### config.mk
export PLATFORM = sky130hd
export DESIGN_NAME = cpu4_core
export DESIGN_NICKNAME = d
export VERILOG_FILES = /design/src/rtl/cpu4_pkg.sv /design/src/rtl/cpu4_progstore.sv /design/src/rtl/cpu4_decode.sv /design/src/rtl/cpu4_alu.sv /design/src/rtl/cpu4_regfile.sv /design/src/rtl/cpu4_core.sv
export SDC_FILE = /design/constraint.sdc
export NUM_CORES = 1
export LEC_CHECK = 0
export BUFFER_PORTS_ARGS = -buffer_cell sky130_fd_sc_hd__buf_2
export CORE_UTILIZATION = 45
export DETAILED_ROUTE_END_ITERATION = 16
export PLACE_DENSITY = 0.72
export SLEW_MARGIN = 5
export SYNTH_ARGS = -nofsm -noshare
export SYNTH_HDL_FRONTEND = slang
export SYNTH_SLANG_ARGS = --single-unit
### constraint.sdc
create_clock -name clk -period 5.81 [get_ports clk]
set_input_delay 0.2905 -clock clk [delete_from_list [all_inputs] [get_ports clk]]
set_output_delay 0.2905 -clock clk [all_outputs]
set_load 0.02 [all_outputs]
### src/rtl/cpu4_pkg.sv
package cpu4_pkg;

  // Opcode byte values; dispatch depends on them
  localparam logic [7:0] OPC_SUM  = 8'h00;
  localparam logic [7:0] OPC_NAND = 8'h01;
  localparam logic [7:0] OPC_LDI  = 8'h02;
  localparam logic [7:0] OPC_IDLE = 8'h03;
  localparam logic [7:0] OPC_BEQ  = 8'h04;

  localparam int OPC_W = 8;

  typedef enum logic [1:0] {
    RES_SUM  = 2'd0,
    RES_NAND = 2'd1,
    RES_IMM  = 2'd2
  } res_sel_e;

endpackage

### src/rtl/cpu4_progstore.sv
module cpu4_progstore #(
  parameter int ADDR_W = 4,
  parameter int WORD_W = 16
) (
  input  logic              clk,
  input  logic              wr_en,
  input  logic [ADDR_W-1:0] wr_addr,
  input  logic [WORD_W-1:0] wr_data,
  input  logic [ADDR_W-1:0] rd_addr,
  output logic [WORD_W-1:0] rd_data
);
  localparam int DEPTH = 2 ** ADDR_W;

  logic [WORD_W-1:0] mem [DEPTH];

  always_ff @(posedge clk) begin
    if (wr_en) mem[wr_addr] <= wr_data;
  end

  // asynchronous read: fetch completes inside the executing cycle
  assign rd_data = mem[rd_addr];


  store_write_chk: assert property (@(posedge clk)
    wr_en |=> mem[$past(wr_addr)] == $past(wr_data));

endmodule

### src/rtl/cpu4_decode.sv
module cpu4_decode
  import cpu4_pkg::*;
#(
  parameter int WORD_W = 16,
  parameter int RSEL_W = 2,
  parameter int DATA_W = 4,
  parameter int PC_W   = 4
) (
  input  logic [WORD_W-1:0] instr,
  output logic              reg_we,
  output res_sel_e          res_sel,
  output logic [RSEL_W-1:0] dst,
  output logic [RSEL_W-1:0] src_a,
  output logic [RSEL_W-1:0] src_b,
  output logic [DATA_W-1:0] imm,
  output logic              is_beq,
  output logic [PC_W-1:0]   offset
);
  localparam int OPC_LSB = WORD_W - OPC_W;
  localparam int B_LSB   = 0;
  localparam int A_LSB   = RSEL_W;
  localparam int D_LSB   = 2 * RSEL_W;
  localparam int OFF_LSB = 2 * RSEL_W;

  logic [OPC_W-1:0] opc;

  assign opc    = instr[OPC_LSB +: OPC_W];
  assign dst    = instr[D_LSB +: RSEL_W];
  assign src_a  = instr[A_LSB +: RSEL_W];
  assign src_b  = instr[B_LSB +: RSEL_W];
  assign imm    = instr[0 +: DATA_W];
  assign offset = instr[OFF_LSB +: PC_W];

  always_comb begin
    reg_we  = 1'b0;
    res_sel = RES_SUM;
    is_beq  = 1'b0;
    unique case (opc)
      OPC_SUM:  begin reg_we = 1'b1; res_sel = RES_SUM;  end
      OPC_NAND: begin reg_we = 1'b1; res_sel = RES_NAND; end
      OPC_LDI:  begin reg_we = 1'b1; res_sel = RES_IMM;  end
      OPC_BEQ:  is_beq = 1'b1;
      default:  ;  // idle and every unassigned opcode
    endcase
  end


  decode_excl_chk: assert final (!(reg_we && is_beq));

endmodule

### src/rtl/cpu4_alu.sv
module cpu4_alu
  import cpu4_pkg::*;
#(
  parameter int DATA_W = 4
) (
  input  logic [DATA_W-1:0] opa,
  input  logic [DATA_W-1:0] opb,
  input  logic [DATA_W-1:0] imm,
  input  res_sel_e          sel,
  output logic [DATA_W-1:0] result
);
  logic [DATA_W-1:0] sum;
  logic [DATA_W-1:0] nand_v;

  assign sum    = opa + opb;      // carry out discarded
  assign nand_v = ~(opa & opb);

  always_comb begin
    unique case (sel)
      RES_SUM:  result = sum;
      RES_NAND: result = nand_v;
      default:  result = imm;
    endcase
  end

endmodule

### src/rtl/cpu4_regfile.sv
module cpu4_regfile #(
  parameter int NREG   = 4,
  parameter int DATA_W = 4
) (
  input  logic                    clk,
  input  logic                    rst,
  input  logic                    we,
  input  logic [$clog2(NREG)-1:0] waddr,
  input  logic [DATA_W-1:0]       wdata,
  input  logic [$clog2(NREG)-1:0] ra_sel,
  input  logic [$clog2(NREG)-1:0] rb_sel,
  input  logic [$clog2(NREG)-1:0] dbg_sel,
  output logic [DATA_W-1:0]       ra,
  output logic [DATA_W-1:0]       rb,
  output logic [DATA_W-1:0]       dbg
);
  localparam int RSEL_W = $clog2(NREG);

  logic [DATA_W-1:0] regs [NREG];

  for (genvar i = 0; i < NREG; i++) begin : g_reg
    always_ff @(posedge clk) begin
      if (rst)                                regs[i] <= '0;
      else if (we && waddr == RSEL_W'(i))     regs[i] <= wdata;
    end


    hold_unwritten_chk: assert property (@(posedge clk) disable iff (rst)
      !(we && waddr == RSEL_W'(i)) |=> $stable(regs[i]));
  end

  // reads see the value before this edge's write
  assign ra  = regs[ra_sel];
  assign rb  = regs[rb_sel];
  assign dbg = regs[dbg_sel];


  write_lands_chk: assert property (@(posedge clk) disable iff (rst)
    we |=> regs[$past(waddr)] == $past(wdata));

endmodule

### src/rtl/cpu4_core.sv
module cpu4_core
  import cpu4_pkg::*;
#(
  parameter int DATA_W = 4,
  parameter int NREG   = 4,
  parameter int PC_W   = 4,
  parameter int WORD_W = 16
) (
  input  logic                    clk,
  input  logic                    rst,
  input  logic                    ld_valid,
  output logic                    ld_ready,
  input  logic [PC_W-1:0]         ld_addr,
  input  logic [WORD_W-1:0]       ld_data,
  input  logic [$clog2(NREG)-1:0] dbg_sel,
  output logic [DATA_W-1:0]       dbg_reg,
  output logic [PC_W-1:0]         dbg_pc
);
  localparam int RSEL_W = $clog2(NREG);

  logic [PC_W-1:0]   pc;
  logic [PC_W-1:0]   pc_next;
  logic [WORD_W-1:0] instr;
  logic              reg_we;
  res_sel_e          res_sel;
  logic [RSEL_W-1:0] dst, src_a, src_b;
  logic [DATA_W-1:0] imm;
  logic              is_beq;
  logic [PC_W-1:0]   offset;
  logic [DATA_W-1:0] ra, rb, wb_data;
  logic              take;

  assign ld_ready = rst;

  cpu4_progstore #(.ADDR_W(PC_W), .WORD_W(WORD_W)) u_store (
    .clk     (clk),
    .wr_en   (ld_valid && ld_ready),
    .wr_addr (ld_addr),
    .wr_data (ld_data),
    .rd_addr (pc),
    .rd_data (instr)
  );

  cpu4_decode #(.WORD_W(WORD_W), .RSEL_W(RSEL_W), .DATA_W(DATA_W), .PC_W(PC_W)) u_dec (
    .instr   (instr),
    .reg_we  (reg_we),
    .res_sel (res_sel),
    .dst     (dst),
    .src_a   (src_a),
    .src_b   (src_b),
    .imm     (imm),
    .is_beq  (is_beq),
    .offset  (offset)
  );

  cpu4_regfile #(.NREG(NREG), .DATA_W(DATA_W)) u_rf (
    .clk     (clk),
    .rst     (rst),
    .we      (reg_we),
    .waddr   (dst),
    .wdata   (wb_data),
    .ra_sel  (src_a),
    .rb_sel  (src_b),
    .dbg_sel (dbg_sel),
    .ra      (ra),
    .rb      (rb),
    .dbg     (dbg_reg)
  );

  cpu4_alu #(.DATA_W(DATA_W)) u_alu (
    .opa    (ra),
    .opb    (rb),
    .imm    (imm),
    .sel    (res_sel),
    .result (wb_data)
  );

  assign take    = is_beq && (ra == rb);
  // offset is two's complement of PC width, so plain modular add applies it
  assign pc_next = take ? pc + offset : pc + 1'b1;

  always_ff @(posedge clk) begin
    if (rst) pc <= '0;
    else     pc <= pc_next;
  end

  assign dbg_pc = pc;


  pc_clear_chk: assert property (@(posedge clk)
    rst |=> pc == '0);


  pc_step_chk: assert property (@(posedge clk) disable iff (rst)
    !take |=> pc == PC_W'($past(pc) + 1'b1));


  branch_jump_chk: assert property (@(posedge clk) disable iff (rst)
    (is_beq && ra == rb) |=> pc == PC_W'($past(pc) + $past(offset)));

endmodule

* After elaboration in Yosys (flattened, before gate mapping) *
Memory sizes are Yosys's and may differ from the RTL's. A register that Yosys moved wholly into a read port is not among the register bits.
Cells that the tools add are included.

storage, ports and cells
  flip-flop bits (word level) = 4
  bits in writable memories = 272
  input bits = 25
  output and inout bits = 9
  word-level logic and storage cells = 56
  memories kept = 2

cells by class
  add/subtract/negate cells = 3
  equal/unequal tests = 8
  mux-type cells = 26
  bitwise operators = 6
  reductions and logical operators = 10

memory list
  name         depth  bits a word  rd ports  clocked after Yosys merged registers in  wr ports  line                  source
  u_store.mem  16     16           1         1                                        1         cpu4_progstore.sv:14  logic [WORD_W-1:0] mem [DEPTH];
  u_rf.regs    4      4            3         0                                        4         cpu4_regfile.sv:19    logic [DATA_W-1:0] regs [NREG];

operators by type and width
  kind                                                                    number
  4-bit two-way mux                                                       6
  1-bit two-way mux                                                       18
  4-bit adder                                                             2
  8-bit by 1-bit equality test with 1-bit output (second input constant)  1
  8-bit by 2-bit equality test with 1-bit output (second input constant)  1
  8-bit by 3-bit equality test with 1-bit output (second input constant)  1
  8-bit logical NOT                                                       1
  4-bit one-hot mux with 2 select lines                                   1
  1-bit logical AND                                                       6
  4-bit by 1-bit adder with 4-bit output (second input constant)          1
  4-bit bitwise AND                                                       1
  2-bit by 1-bit equality test with 1-bit output (second input constant)  2
  2-bit equality test (second input constant)                             2
  4-bit equality test                                                     1
  2-bit logical NOT                                                       2
  4-bit NOT                                                               1
  1-bit bitwise OR                                                        4
  2-bit one-hot mux with 2 select lines                                   1
  3-bit OR reduction                                                      1

* Depth between registers and ports, before layout *
Gate-level depths: netlist (run 1).

  word-level depth = 8
  depth in mapped cells = 23
  gate-level depth less buffers = 18

* Modules after synthesis *
A second synthesis (run 1) with hierarchy kept.

unflattened totals
  cell total of the unflattened synthesis = 557
  area total of the unflattened synthesis = 11359.6 µm²

by module, submodules not included
  module          times used  cells each  area an instance (µm²)  sequential area each (µm²)
  cpu4_progstore  1           416         9723.1                  7687.4
  cpu4_regfile    1           57          944.7                   480.5
  cpu4_core       1           32          309.0                   80.1
  cpu4_alu        1           30          212.7                   0.0
  cpu4_decode     1           22          170.2                   0.0

* Worst setup path before layout (run 1) *
OpenSTA, ideal clock, no wires.

  path kind = register -> register
  start point = register pc[1] (netlist: dbg_pc[1])
  end point = register pc[3] (netlist: dbg_pc[3])
  setup time = 0.064 ns
  arrival = 5.313 ns
  required time = 5.746 ns
  setup slack = 0.433 ns
  cell stages (with the launch flop) = 23
  path buffers = 5
  clock period less this slack = 5.377 ns
  cells stage by stage = dfxtp_1 -> buf_6 -> buf_4 -> clkbuf_1 -> buf_2 -> buf_2 -> mux4_2 -> a22oi_1 -> nand2_1 -> mux2_1 -> nand2_1 -> o21ai_1 -> ha_1 -> or3_1 -> or3_1 -> o311a_1 -> nor3_1 -> and3_1 -> ha_1 -> a21o_1 -> a21oi_1 -> or4b_1 -> nand4_1

between the ends
  longest elaborated chain between the ends = 2
  elaborated cells on any way between the ends = 3

RTL lines
  element                                                                line             source
  start: declaration                                                     cpu4_core.sv:21  logic [PC_W-1:0] pc;
  start signal: assignment                                               cpu4_core.sv:84  else pc <= pc_next;
  4-bit by 1-bit adder with 4-bit output or 4-bit adder (tied branches)  cpu4_core.sv:80  assign pc_next = take ? pc + offset : pc + 1'b1;
  4-bit two-way mux *                                                    cpu4_core.sv:80

Every way passes the cells marked *; elsewhere a longest branch is shown, timed or not.
A chain may end at the register's enable or synchronous reset.

* Worst setup path after layout (run 1) *
  start point = register pc[0] (netlist: dbg_pc[0])
  end point = register pc[3] (netlist: dbg_pc[3])

The elaborated chain is that of the path after synthesis.

==> metrics.md, run 1 <==
| Metric | Value |
|---|---|
| Outcome | `complete, no violations` |
| Worst hold stages | `1` |
| Worst Reg-to-Reg Cells | `17` |
| IO Count | `34` |
| Iter 0 DRT Violations | `roughly 580` |
| Synth async-reset ratio | `0` |
| Sw Pwr | `963 uW` |
| GRT Util Overall | `0.191` |
| Static Leakage | `4.09 nW` |
| Synth warnings | `0` |
| CP max stage delay | `0.60 ns` |
| Startpoint type of the worst setup path | `register` |
| Area Overhead vs Synth | `13.7%` |
| Most frequent cells in the layout | `edfxtp_1 (272), mux4_2 (54), buf_2 (33)` |
| Vias in the first global route | `~6,000` |
| Max-cap check violation count | `0` |
| Final worst path period need | `5.21 ns` |
| Core ar. | `24,300 um^2` |
| CP max stage cell | `dfxtp_4` |
| Detailed Routing Iterations Pass 1 | `5` |
| First-pass GRT wire length | `36,100 um` |
| Final Setup Violations | `0` |
| Hold Buf Count CTS | `0` |
| Clock network power share | `0.394` |
| Synth cell types | `53` |
| TritonCTS buffer count | `27` |
| Remaining Overflow, GRT | `0` |
| Dpl ws | `roughly 0.63 ns` |
| N_diodes | `0` |
| Worst rel slew slack | `0.148` |
| PostCTS Resize Cnt | `0` |
| WL/cell | `23.7 um` |
| Clock buffer depth | `3` |
| Final hold vios | `0` |
| Fmax | `192 MHz` |
| Int Pwr | `about 3.4 mW` |
| H-tree Lvls | `1` |
| Setup TNS | `0 ns` |
| Seq pwr share | `0.518` |
| Combinational fraction of design power | `0.088` |
| WL final | `23,600 um` |
| Final Util | `0.521` |
| Crit path cell chain | `mux4_2 > a22oi_1 > nand2_1 > mux2_1 > nand2_1 > o21ai_1 > ha_1 > or3_1 > or3_1 > o311a_1 > nor3_1 > and3_1 > ha_1 > a21o_1 > a21oi_1 > a2111o_1 > nand4_1` |
| Initial antenna violation count | `1` |
| Fin nets | `approximately 700` |
| CTS clk-pin slew, worst paths | `around 0.060 ns` |
| Post-Syn Area | `11,200 um^2` |
| Sink Count | `276` |
| End of the worst hold path | `u_store.mem[7][7]` |
| Post-DP HPWL | `14,900 um` |
| Row count | `57` |
| Die Y | `159 um` |
| Final ANT Viol Nets | `0` |
| Initial Util | `0.459` |
| Reg-to-reg critical path startpoint | `dbg_pc[0]` |
| Seq/Total Area, Yosys | `0.740` |
| Peak VDD IR | `283 uV` |
| Synthesized area per cell | `~19 um^2` |
| Power per cell area | `341 nW/um^2` |
| Setup CP Type | `reg2reg` |
| Worst reg2reg setup slack | `0.60 ns` |
| Syn nets | `623` |
| PortBufs | `33` |
| Reg2reg end | `dbg_pc[3]` |
| CTS root buf | `clkbuf_16` |
| Worst-Skew Late Latency | `about 0.55 ns` |
| Post-synth top flop | `edfxtp_1` |
| Slew Limit Fails | `0` |
| DR vias | `~5,900` |
| Buf/Inv on CP | `0` |
| Placer Congestion | `0.902` |
| Largest net degree at the start of global routing | `23` |
| CTS tree | `done` |
| Fill count | `1,884` |
| Switching Share | `0.223` |
| Hold Path Class | `in2reg` |
| Critical Path RT | `6.21 ns` |
| Die width | `159 um` |
| Setup WS post-layout | `0.601 ns` |
| Post-synth EDFFs | `272` |
| DR vias/cell | `a little under 6` |
| Hold Crit Start | `ld_data[7]` |
| Worst endpoint data arrival time | `5.61 ns` |
| CP Capture Type | `register` |
| Top Family by Delay on Critical Path | `simple AND/OR/NAND/NOR gates` |
| Setup Buffers After CTS | `0` |
| Crit-path max FO | `21` |
| Most common cell after layout, fill and taps aside | `edfxtp_1` |
| FF+latch count, synth | `between 200 and 300` |
| RSZ-0062 raised after global routing | `false` |
| Syn Inst Count | `589` |
| Layout cell share with drive strength beyond 1 | `0.246` |
| Clock Skew | `around 0.020 ns` |
| Slew of the pin with the lowest slew margin | `1.28 ns` |
| # DRC | `0` |
| Part of the cycle the worst path needs | `0.897` |
| Die area | `25,400 um^2` |
registers in the layout (all words and copies together), names as in the netlist:
signal       cells
u_rf.regs       16
dbg_pc           4
u_store.mem    256
metal layers:
metal  up-vias  track usage  share of wire
met1      3063        0.251           0.40
met2       233        0.329           0.51
met4         2       0.0590          0.027
li1       2554            -              -
met5         -            0        0.00059
met3        49       0.0300          0.069
Yosys cell counts, drive strengths merged (8+ instances only):
master,instances,area share
mux2i,23,0.021
nand4,10,0.0056
a22oi,10,0.0067
nor2b,11,0.0062
nor2,31,0.010
nor3,8,0.0036
nand2,27,0.0091
nor4,19,0.011
mux4,54,0.11
a21oi,11,0.0049
buf,16,0.0082
o21ai,9,0.0040
edfxtp,272,0.73
kinds of logic after synthesis:
kind of cell / count (synthesis) / share of synthesized area
DFF: 276 / 0.740
and+or+nand+nor: 135 / 0.0627
muxes: 84 / 0.137
AOI/OAI and AO/OA: 55 / 0.0352
buffers and inverters: 27 / 0.0119
adders and majority gates: 9 / 0.0114
xor gates and xnor gates: 3 / 0.00236
how the worst max path moves through the flow:
stage / startpoint / end / slack (ns) / cells after the start
final: dbg_pc[0] / dbg_pc[3] / 0.60 / 17
after global routing: dbg_pc[0] / dbg_pc[3] / 0.25 / 16
after CTS: dbg_pc[0] / dbg_pc[3] / 0.62 / 17
after detailed placement: dbg_pc[0] / dbg_pc[3] / 0.63 / 17
after global placement: dbg_pc[0] / dbg_pc[3] / 0.81 / 17
after floorplan: dbg_pc[1] / dbg_pc[3] / 0.43 / 22
worst register-to-register path, cell delays in order, from the launching register on:
cell      delay [ns]
dfxtp_4         0.60
mux4_2          0.56
a22oi_1         0.27
nand2_1         0.37
mux2_1          0.44
nand2_1         0.07
o21ai_1         0.07
ha_1            0.35
or3_1           0.38
or3_1           0.33
o311a_1         0.14
nor3_1          0.29
and3_1          0.25
ha_1            0.25
a21o_1          0.16
a21oi_1         0.29
a2111o_1        0.17
nand4_1         0.09
layout make-up:
cell class	count	area (um^2)	share of cell area
well taps	324	405	0.0320
clock inverters	21	194	0.0153
repair buffers	52	308	0.0243
clock buffers	29	683	0.0539
flip-flops and latches	276	8250	0.651
inverters	7	26.3	0.00207
multi-input cells	286	2810	0.222
power groups by stage:
stage	sequential, mW	combinational (mW)	clock, mW
finish	2.24	0.379	1.70
global route	2.24	0.410	1.81
CTS	2.24	0.379	1.73
detailed placement	2.28	0.377	0
global placement	2.28	0.369	0
floorplan	2.27	0.264	0
metrics by stage:
step	hold slack [ns]	cells	power, mW	cell area [um^2]
2_1_floorplan	0.389	589	2.53	11200
5_1_grt	0.111	995	4.46	12700
4_1_cts	0.0935	995	4.35	12700
3_5_place_dp	0.672	945	2.66	11800
6_report	0.112	995	4.32	12700
3_3_place_gp	0.646	945	2.65	11800
No activity file was read; power rests on OpenSTA's default activity.
==> run 2, diff against run 1 <==
--- a/config.mk
+++ b/config.mk
@@ -8,6 +8,7 @@
 export BUFFER_PORTS_ARGS = -buffer_cell sky130_fd_sc_hd__buf_2
 export CORE_UTILIZATION = 45
 export DETAILED_ROUTE_END_ITERATION = 16
+export GPL_TIMING_DRIVEN = 0
 export PLACE_DENSITY = 0.72
 export SLEW_MARGIN = 5
 export SYNTH_ARGS = -nofsm -noshare
==> metrics.md, run 2 (same netlist as run 1, synthesis figures left out) <==
| Metric | Value |
|---|---|
| Die width | `159 um (unchanged)` |
| Final Setup Violations | `0 (unchanged)` |
| RSZ-0062 raised after global routing | `false` |
| CP Capture Type | `register` |
| Placer Congestion | `0.924 (+2.4%)` |
| Iter 0 DRT Violations | `807 (+38%)` |
| Worst endpoint data arrival time | `5.98 ns (+0.37 ns)` |
| Power per cell area | `339 nW/um^2 (-0.53%)` |
| Hold Path Class | `in2reg` |
| TritonCTS buffer count | `28 (+3.7%)` |
| Placed Cells | `965 (+2.1%)` |
| Remaining Overflow, GRT | `0 (unchanged)` |
| Post-DP HPWL | `17,500 um (+17%)` |
| Max FFs per register | `256 (unchanged)` |
| Initial Util | `0.459 (unchanged)` |
| Dpl ws | `-0.857 ns (-1.49 ns)` |
| CTS clk-pin slew, worst paths | `0.06 ns (about the same)` |
| WL/cell | `25.6 um (+8.1%)` |
| Core ar. | `24,300 um^2 (unchanged)` |
| H-tree Lvls | `1 (unchanged)` |
| Fill count | `1,850 (-1.8%)` |
| Final ANT Viol Nets | `0 (unchanged)` |
| Slew Limit Fails | `0 (unchanged)` |
| Max-cap check violation count | `0 (unchanged)` |
| Worst-Skew Late Latency | `0.54 ns (about the same)` |
| Final hold vios | `0 (unchanged)` |
| Most frequent cells in the layout | `edfxtp_1 (272), mux4_2 (54), buf_2 (38)` |
| Worst rel slew slack | `0.355 (+0.207)` |
| DR vias | `6,192 (+4.9%)` |
| PortBufs | `33 (unchanged)` |
| Setup CP Type | `reg2reg` |
| CTS tree | `done` |
| Peak VDD IR | `213 uV (-25%)` |
| Area Overhead vs Synth | `16.4%` |
| Outcome | `complete, no violations` |
| First-pass GRT wire length | `38,800 um (+7.4%)` |
| Initial antenna violation count | `0 (-1)` |
| Fin nets | `701 (+2.5%)` |
| IO Count | `34 (unchanged)` |
| GRT Util Overall | `0.206 (+0.0145)` |
| Die Y | `159 um (unchanged)` |
| Layout cell share with drive strength beyond 1 | `0.273 (+0.0271)` |
| Final Total Pwr | `4.40 mW (+1.8%)` |
| Clock buffer depth | `3 (unchanged)` |
| Worst reg2reg setup slack | `0.24 ns (-0.37 ns)` |
| Startpoint type of the worst setup path | `register` |
| Setup Buffers After CTS | `0 (unchanged)` |
| Area of the multi-input gates | `2850 um^2 (+1.2%)` |
| Critical Path RT | `6.22 ns (about the same)` |
| Vias in the first global route | `6,399 (+6.2%)` |
| Slew of the pin with the lowest slew margin | `0.962 ns (-0.315 ns)` |
| Part of the cycle the worst path needs | `0.959 (+0.0630)` |
| Clock Skew | `0.0195 ns (-0.000218 ns)` |
| Die area | `25,400 um^2 (unchanged)` |
| Largest net degree at the start of global routing | `29 (+26%)` |
| N_diodes | `0 (unchanged)` |
| Sink Count | `276 (unchanged)` |
| Crit-path max FO | `19 (-9.5%)` |
| Non-Filler Instances | `1,009 (+1.4%)` |
| Most flops, register | `u_store.mem` |
| Setup WS post-layout | `0.235 ns (-0.366 ns)` |
| CTS root buf | `clkbuf_16` |
| WL final | `25,800 um (+9.6%)` |
| Final worst path period need | `5.57 ns (+0.366 ns)` |
| Static Leakage | `4.22 nW (+3.2%)` |
| Sequential cell area | `8250 um^2 (about the same)` |
| Detailed Routing Iterations Pass 1 | `8 (+3)` |
| Fmax | `179 MHz (-6.6%)` |
| # DRC | `0 (unchanged)` |
| DR vias/cell | `6.14 (+3.5%)` |
| Row count | `57 (unchanged)` |
| Most common cell after layout, fill and taps aside | `edfxtp_1` |
| Hold Buf Count CTS | `0 (unchanged)` |
==> run 2: changes by cell type in the layout (fill, tap and decap cells not counted), moves of 3 or more <==
cell,change
nor2_1,-4
buf_2,+5
buf_16,+3
clkinv_1,-6
buf_8,+9
nor2_2,+4
buf_4,-12
buf_6,+5
clkinv_2,+5
==> run 2: power by group <==
part           switching, mW  internal [mW]  total [mW]
Sequential            0.0133           2.22        2.23
Clock                  0.719           1.03        1.75
Combinational          0.254          0.163       0.417
==> run 2: through the flow <==
stage / setup TNS, ns / hold WS [ns] / utilization / area, um^2
final: 0 / 0.118 / 0.534 / 13000
after global routing: 0 / 0.119 / 0.534 / 13000
after CTS: 0 / 0.104 / 0.533 / 13000
after detailed placement: -2.23 / 0.661 / 0.495 / 12100
after global placement: -1.50 / 0.640 / 0.482 / 11700
after floorplan: 0 / 0.389 / - / 11200
==> run 2: final timing paths <==
kind | endpoint | cells after the start | startpoint
setup reg to reg | dbg_pc[3] | 20 | dbg_pc[0]
setup / recovery | dbg_pc[3] | 20 | dbg_pc[0]
hold / removal | u_store.mem[8][0] | 1 | ld_data[0]
hold reg to reg | dbg_pc[0] | 2 | dbg_pc[0]
==> run 2: critical path, cell delays in order (launching register included) <==
cell and delay, ns:
dfxtp_1 0.40, buf_2 0.25, buf_12 0.23, buf_6 0.22, mux4_2 0.51, a22oi_1 0.28
nand2_4 0.21, mux2_1 0.35, nand2_1 0.09, o21ai_1 0.10, ha_1 0.36, or3_1 0.43
or3_1 0.34, o311a_1 0.14, nor3_2 0.29, and3_1 0.26, ha_1 0.25, a21o_1 0.17
a21oi_2 0.26, or4b_1 0.18, nand4_1 0.10
==> run 2: timing repair <==
item                                    4_1_cts  5_1_grt
endpoints found under the setup margin        4        2
resized for setup                             7        7
pin swaps                                     0        1
==> run 2: per-layer routing <==
metal / part of all wire / up-vias / global-route usage
met4: 0.027 / 0 / 0.0673
met2: 0.50 / 346 / 0.353
li1: - / 2583 / -
met1: 0.40 / 3193 / 0.265
met3: 0.074 / 70 / 0.0383
met5: 0 / - / 0
==> run 2: cell type report <==
type                            count  area share
Inverter                            7     0.00202
Sequential cell                   276       0.635
Timing Repair Buffer               52      0.0341
Tap cell                          324      0.0312
Buffer                             16     0.00868
Multi-Input combinational cell    286       0.219
Clock buffer                       30      0.0562
Clock inverter                     18      0.0130
==> run 3, diff against run 2 <==
--- a/config.mk
+++ b/config.mk
@@ -13,4 +13,5 @@
 export SLEW_MARGIN = 5
 export SYNTH_ARGS = -nofsm -noshare
 export SYNTH_HDL_FRONTEND = slang
+export SYNTH_HIERARCHICAL = 1
 export SYNTH_SLANG_ARGS = --single-unit
==> metrics.md, run 3 <==
| Metric | Value |
|---|---|
| Power per cell area | `341 nW/um^2 (+0.53%)` |
| Clock buffer depth | `3 (unchanged)` |
| Crit-path max FO | `10 (-9)` |
| Layout cell share with drive strength beyond 1 | `0.300 (+0.0267)` |
| Largest net degree at the start of global routing | `17 (-41%)` |
| Buf/Inv on CP | `3 (unchanged)` |
| Synthesized area per cell | `20.4 um^2 (+7.7%)` |
| Setup CP Type | `reg2reg` |
| Final Setup Violations | `0 (unchanged)` |
| Static Leakage | `4.35 nW (+3.1%)` |
| Startpoint type of the worst setup path | `register` |
| TritonCTS buffer count | `26 (-7.1%)` |
| Placer Congestion | `0.849 (-8.1%)` |
| Syn Inst Count | `557 (-5.4%)` |
| Setup Buffers After CTS | `0 (unchanged)` |
| GRT Util Overall | `0.191 (-0.0148)` |
| Critical Path RT | `6.24 ns (+0.02 ns)` |
| Worst reg2reg setup slack | `0.83 ns (+0.60 ns)` |
| Worst rel slew slack | `0.350 (-0.00502)` |
| Initial Util | `0.463 (+0.00447)` |
| RSZ-0062 raised after global routing | `false` |
| Crit path cell chain | `buf_2 > buf_1 > mux4_2 > a22oi_1 > nand2_1 > buf_4 > mux4_1 > or2b_1 > o2111ai_1 > nor3_4 > and2_1 > ha_1 > a21o_1 > a21oi_1 > xor2_1 > and3_1 > o21ba_1` |
| Final worst path period need | `4.98 ns (-0.595 ns)` |
| WL/cell | `24.6 um (-3.7%)` |
| First-pass GRT wire length | `36,100 um (-6.9%)` |
| Post-synth EDFFs | `272 (unchanged)` |
| Most common cell after layout, fill and taps aside | `edfxtp_1` |
| PostCTS Resize Cnt | `0 (-7)` |
| Top Family by Delay on Critical Path | `buffers and inverters` |
| Dpl ws | `0.863 ns (+1.72 ns)` |
| Slew of the pin with the lowest slew margin | `0.970 ns (+0.00750 ns)` |
| Seq/Total Area, Yosys | `0.726 (-0.0135)` |
| WL final | `24,100 um (-6.7%)` |
| Setup WS post-layout | `0.831 ns (+0.595 ns)` |
| Final ANT Viol Nets | `0 (unchanged)` |
| Initial antenna violation count | `0 (unchanged)` |
| DR vias | `5,810 (-6.2%)` |
| N_diodes | `0 (unchanged)` |
| PortBufs | `33 (unchanged)` |
| Detailed Routing Iterations Pass 1 | `5 (-3)` |
| CTS root buf | `clkbuf_16` |
| Fin nets | `668 (-4.7%)` |
| Max-cap check violation count | `0 (unchanged)` |
| Most instantiated cells after synthesis | `edfxtp_1 (272), mux4_2 (54), a22oi_1 (32)` |
| Most numerous cell in the Yosys netlist | `edfxtp_1` |
| Outcome | `complete, no violations` |
| Post-synth top flop | `edfxtp_1` |
| Post-DP HPWL | `16,600 um (-5.1%)` |
| CTS clk-pin slew, worst paths | `0.07 ns (about the same)` |
| # DRC | `0 (unchanged)` |
| Die Y | `161 um (+0.91%)` |
| DR vias/cell | `5.94 (-3.2%)` |
| Part of the cycle the worst path needs | `0.857 (-0.102)` |
| Leading area contributor after synthesis | `edfxtp_1` |
| Final Util | `0.537 (+0.00335)` |
| Fmax | `201 MHz (+12%)` |
| Peak VDD IR | `252 uV (+18%)` |
| FF+latch count, synth | `276 (unchanged)` |
| Hold Buf Count CTS | `0 (unchanged)` |
| Worst endpoint data arrival time | `5.41 ns (-0.57 ns)` |
| Worst hold slack | `0.0834 ns (-0.0341 ns)` |
| Synth top area share | `0.719 (-0.0134)` |
| Non-Filler Instances | `978 (-3.1%)` |
| H-tree Lvls | `1 (unchanged)` |
| Sink Count | `276 (unchanged)` |
| Iter 0 DRT Violations | `494 (-39%)` |
| IO Count | `34 (unchanged)` |
| Remaining Overflow, GRT | `0 (unchanged)` |
| CTS tree | `done` |
| Setup TNS | `0 ns (unchanged)` |
| Synth top area cells | `edfxtp_1 (72%), mux4_2 (11%), mux4_1 (5.1%), a22oi_1 (2.1%), buf_4 (1.3%)` |
| Vias in the first global route | `5,895 (-7.9%)` |
| Most frequent cells in the layout | `edfxtp_1 (272), mux4_2 (54), buf_2 (36)` |
| Die width | `161 um (+0.91%)` |
| Synth warnings | `6 (+6)` |
| Syn nets | `591 (-5.1%)` |
| Area Overhead vs Synth | `16.0%` |
| Core ar. | `24,500 um^2 (+0.88%)` |
| Die area | `25,900 um^2 (+1.8%)` |
| Synth cell types | `42 (-21%)` |
| Most flops, register | `u_store/mem` |
| Placed Cells | `930 (-3.6%)` |
| Synth async-reset ratio | `0 (unchanged)` |
| Row count | `57 (unchanged)` |
| Hold Path Class | `in2reg` |
| Clock Skew | `0.0113 ns (-0.00821 ns)` |
| Post-Syn Area | `11,400 um^2 (+1.9%)` |
| Max FFs per register | `256 (unchanged)` |
| Worst-Skew Late Latency | `0.54 ns (about the same)` |
| Final hold vios | `0 (unchanged)` |
| CP max stage cell | `buf_1` |
| CP Capture Type | `register` |
| CP max stage delay | `0.67 ns (+0.16 ns)` |
| Slew Limit Fails | `0 (unchanged)` |
run 3: cell types whose count changed after synthesis, sizes merged, moves of 5 or more:
| cell | change |
|---|---|
| a22oi | +22 |
| nor2b | -6 |
| nand4 | -10 |
| nor4 | -17 |
| mux2i | -22 |
| mux2 | -7 |
| nand3b | +5 |
| buf | +14 |
| mux4 | +22 |
| a21oi | -8 |
run 3: worst register-to-register path, delay by kind of cell, from the launching register on:
| family | cells | cell delay (ns) |
|---|---|---|
| AND/OR/NAND/NOR | 5 | 1.09 |
| adder cells (fa/ha/maj) | 1 | 0.25 |
| XOR/XNOR | 1 | 0.10 |
| buffers and inverters | 3 | 1.17 |
| AO/OA/AOI/OAI | 5 | 0.91 |
| multiplexers | 2 | 0.94 |
| flip-flops | 1 | 0.42 |
run 3: stage by stage:
step | total power [mW] | cell area (um^2)
final | 4.49 | 13200
after global routing | 4.60 | 13200
after CTS | 4.51 | 13200
after detailed placement | 2.64 | 12200
after global placement | 2.62 | 11900
after floorplan | 2.52 | 11400
run 3: area by class of cell:
| type | count | area [um^2] |
|---|---|---|
| tap | 324 | 405 |
| fill | 1842 | 11400 |
| sequential | 276 | 8250 |
| inverter | 6 | 22.5 |
| clock buffer | 26 | 651 |
| buffer | 38 | 251 |
| clock inverter | 22 | 319 |
| multi-input combinational | 237 | 2890 |
| timing repair buffer | 49 | 390 |
run 3: metal layers:
layer  vias to the layer above  global-route usage  share of wire
met2                       278               0.315           0.49
met3                        41              0.0315          0.088
met1                      3025               0.263           0.40
met4                         0              0.0549          0.022
li1                       2466                   -              -
met5                         -                   0              0
run 3: cell families after synthesis:
kind of cell             synth area share
multiplexers                        0.159
buffers and inverters              0.0241
XOR/XNOR                          0.00308
AND/OR/NAND/NOR                    0.0444
AO/OA/AOI/OAI                      0.0323
flip-flops                          0.726
adder cells (fa/ha/maj)            0.0112
run 3: final timing paths:
| path | from | to | depth (start not counted) |
|---|---|---|---|
| worst max-delay path | dbg_pc[1] | dbg_pc[3] | 17 |
| worst min-delay path | rst | dbg_pc[1] | 2 |
| worst max register to register | dbg_pc[1] | dbg_pc[3] | 17 |
| worst min register to register | dbg_pc[0] | dbg_pc[0] | 2 |
run 3: where the power goes:
part	internal (mW)	total [mW]	switching, mW
registers	2.21	2.23	0.0109
clock network	1.17	1.89	0.714
logic	0.166	0.376	0.210
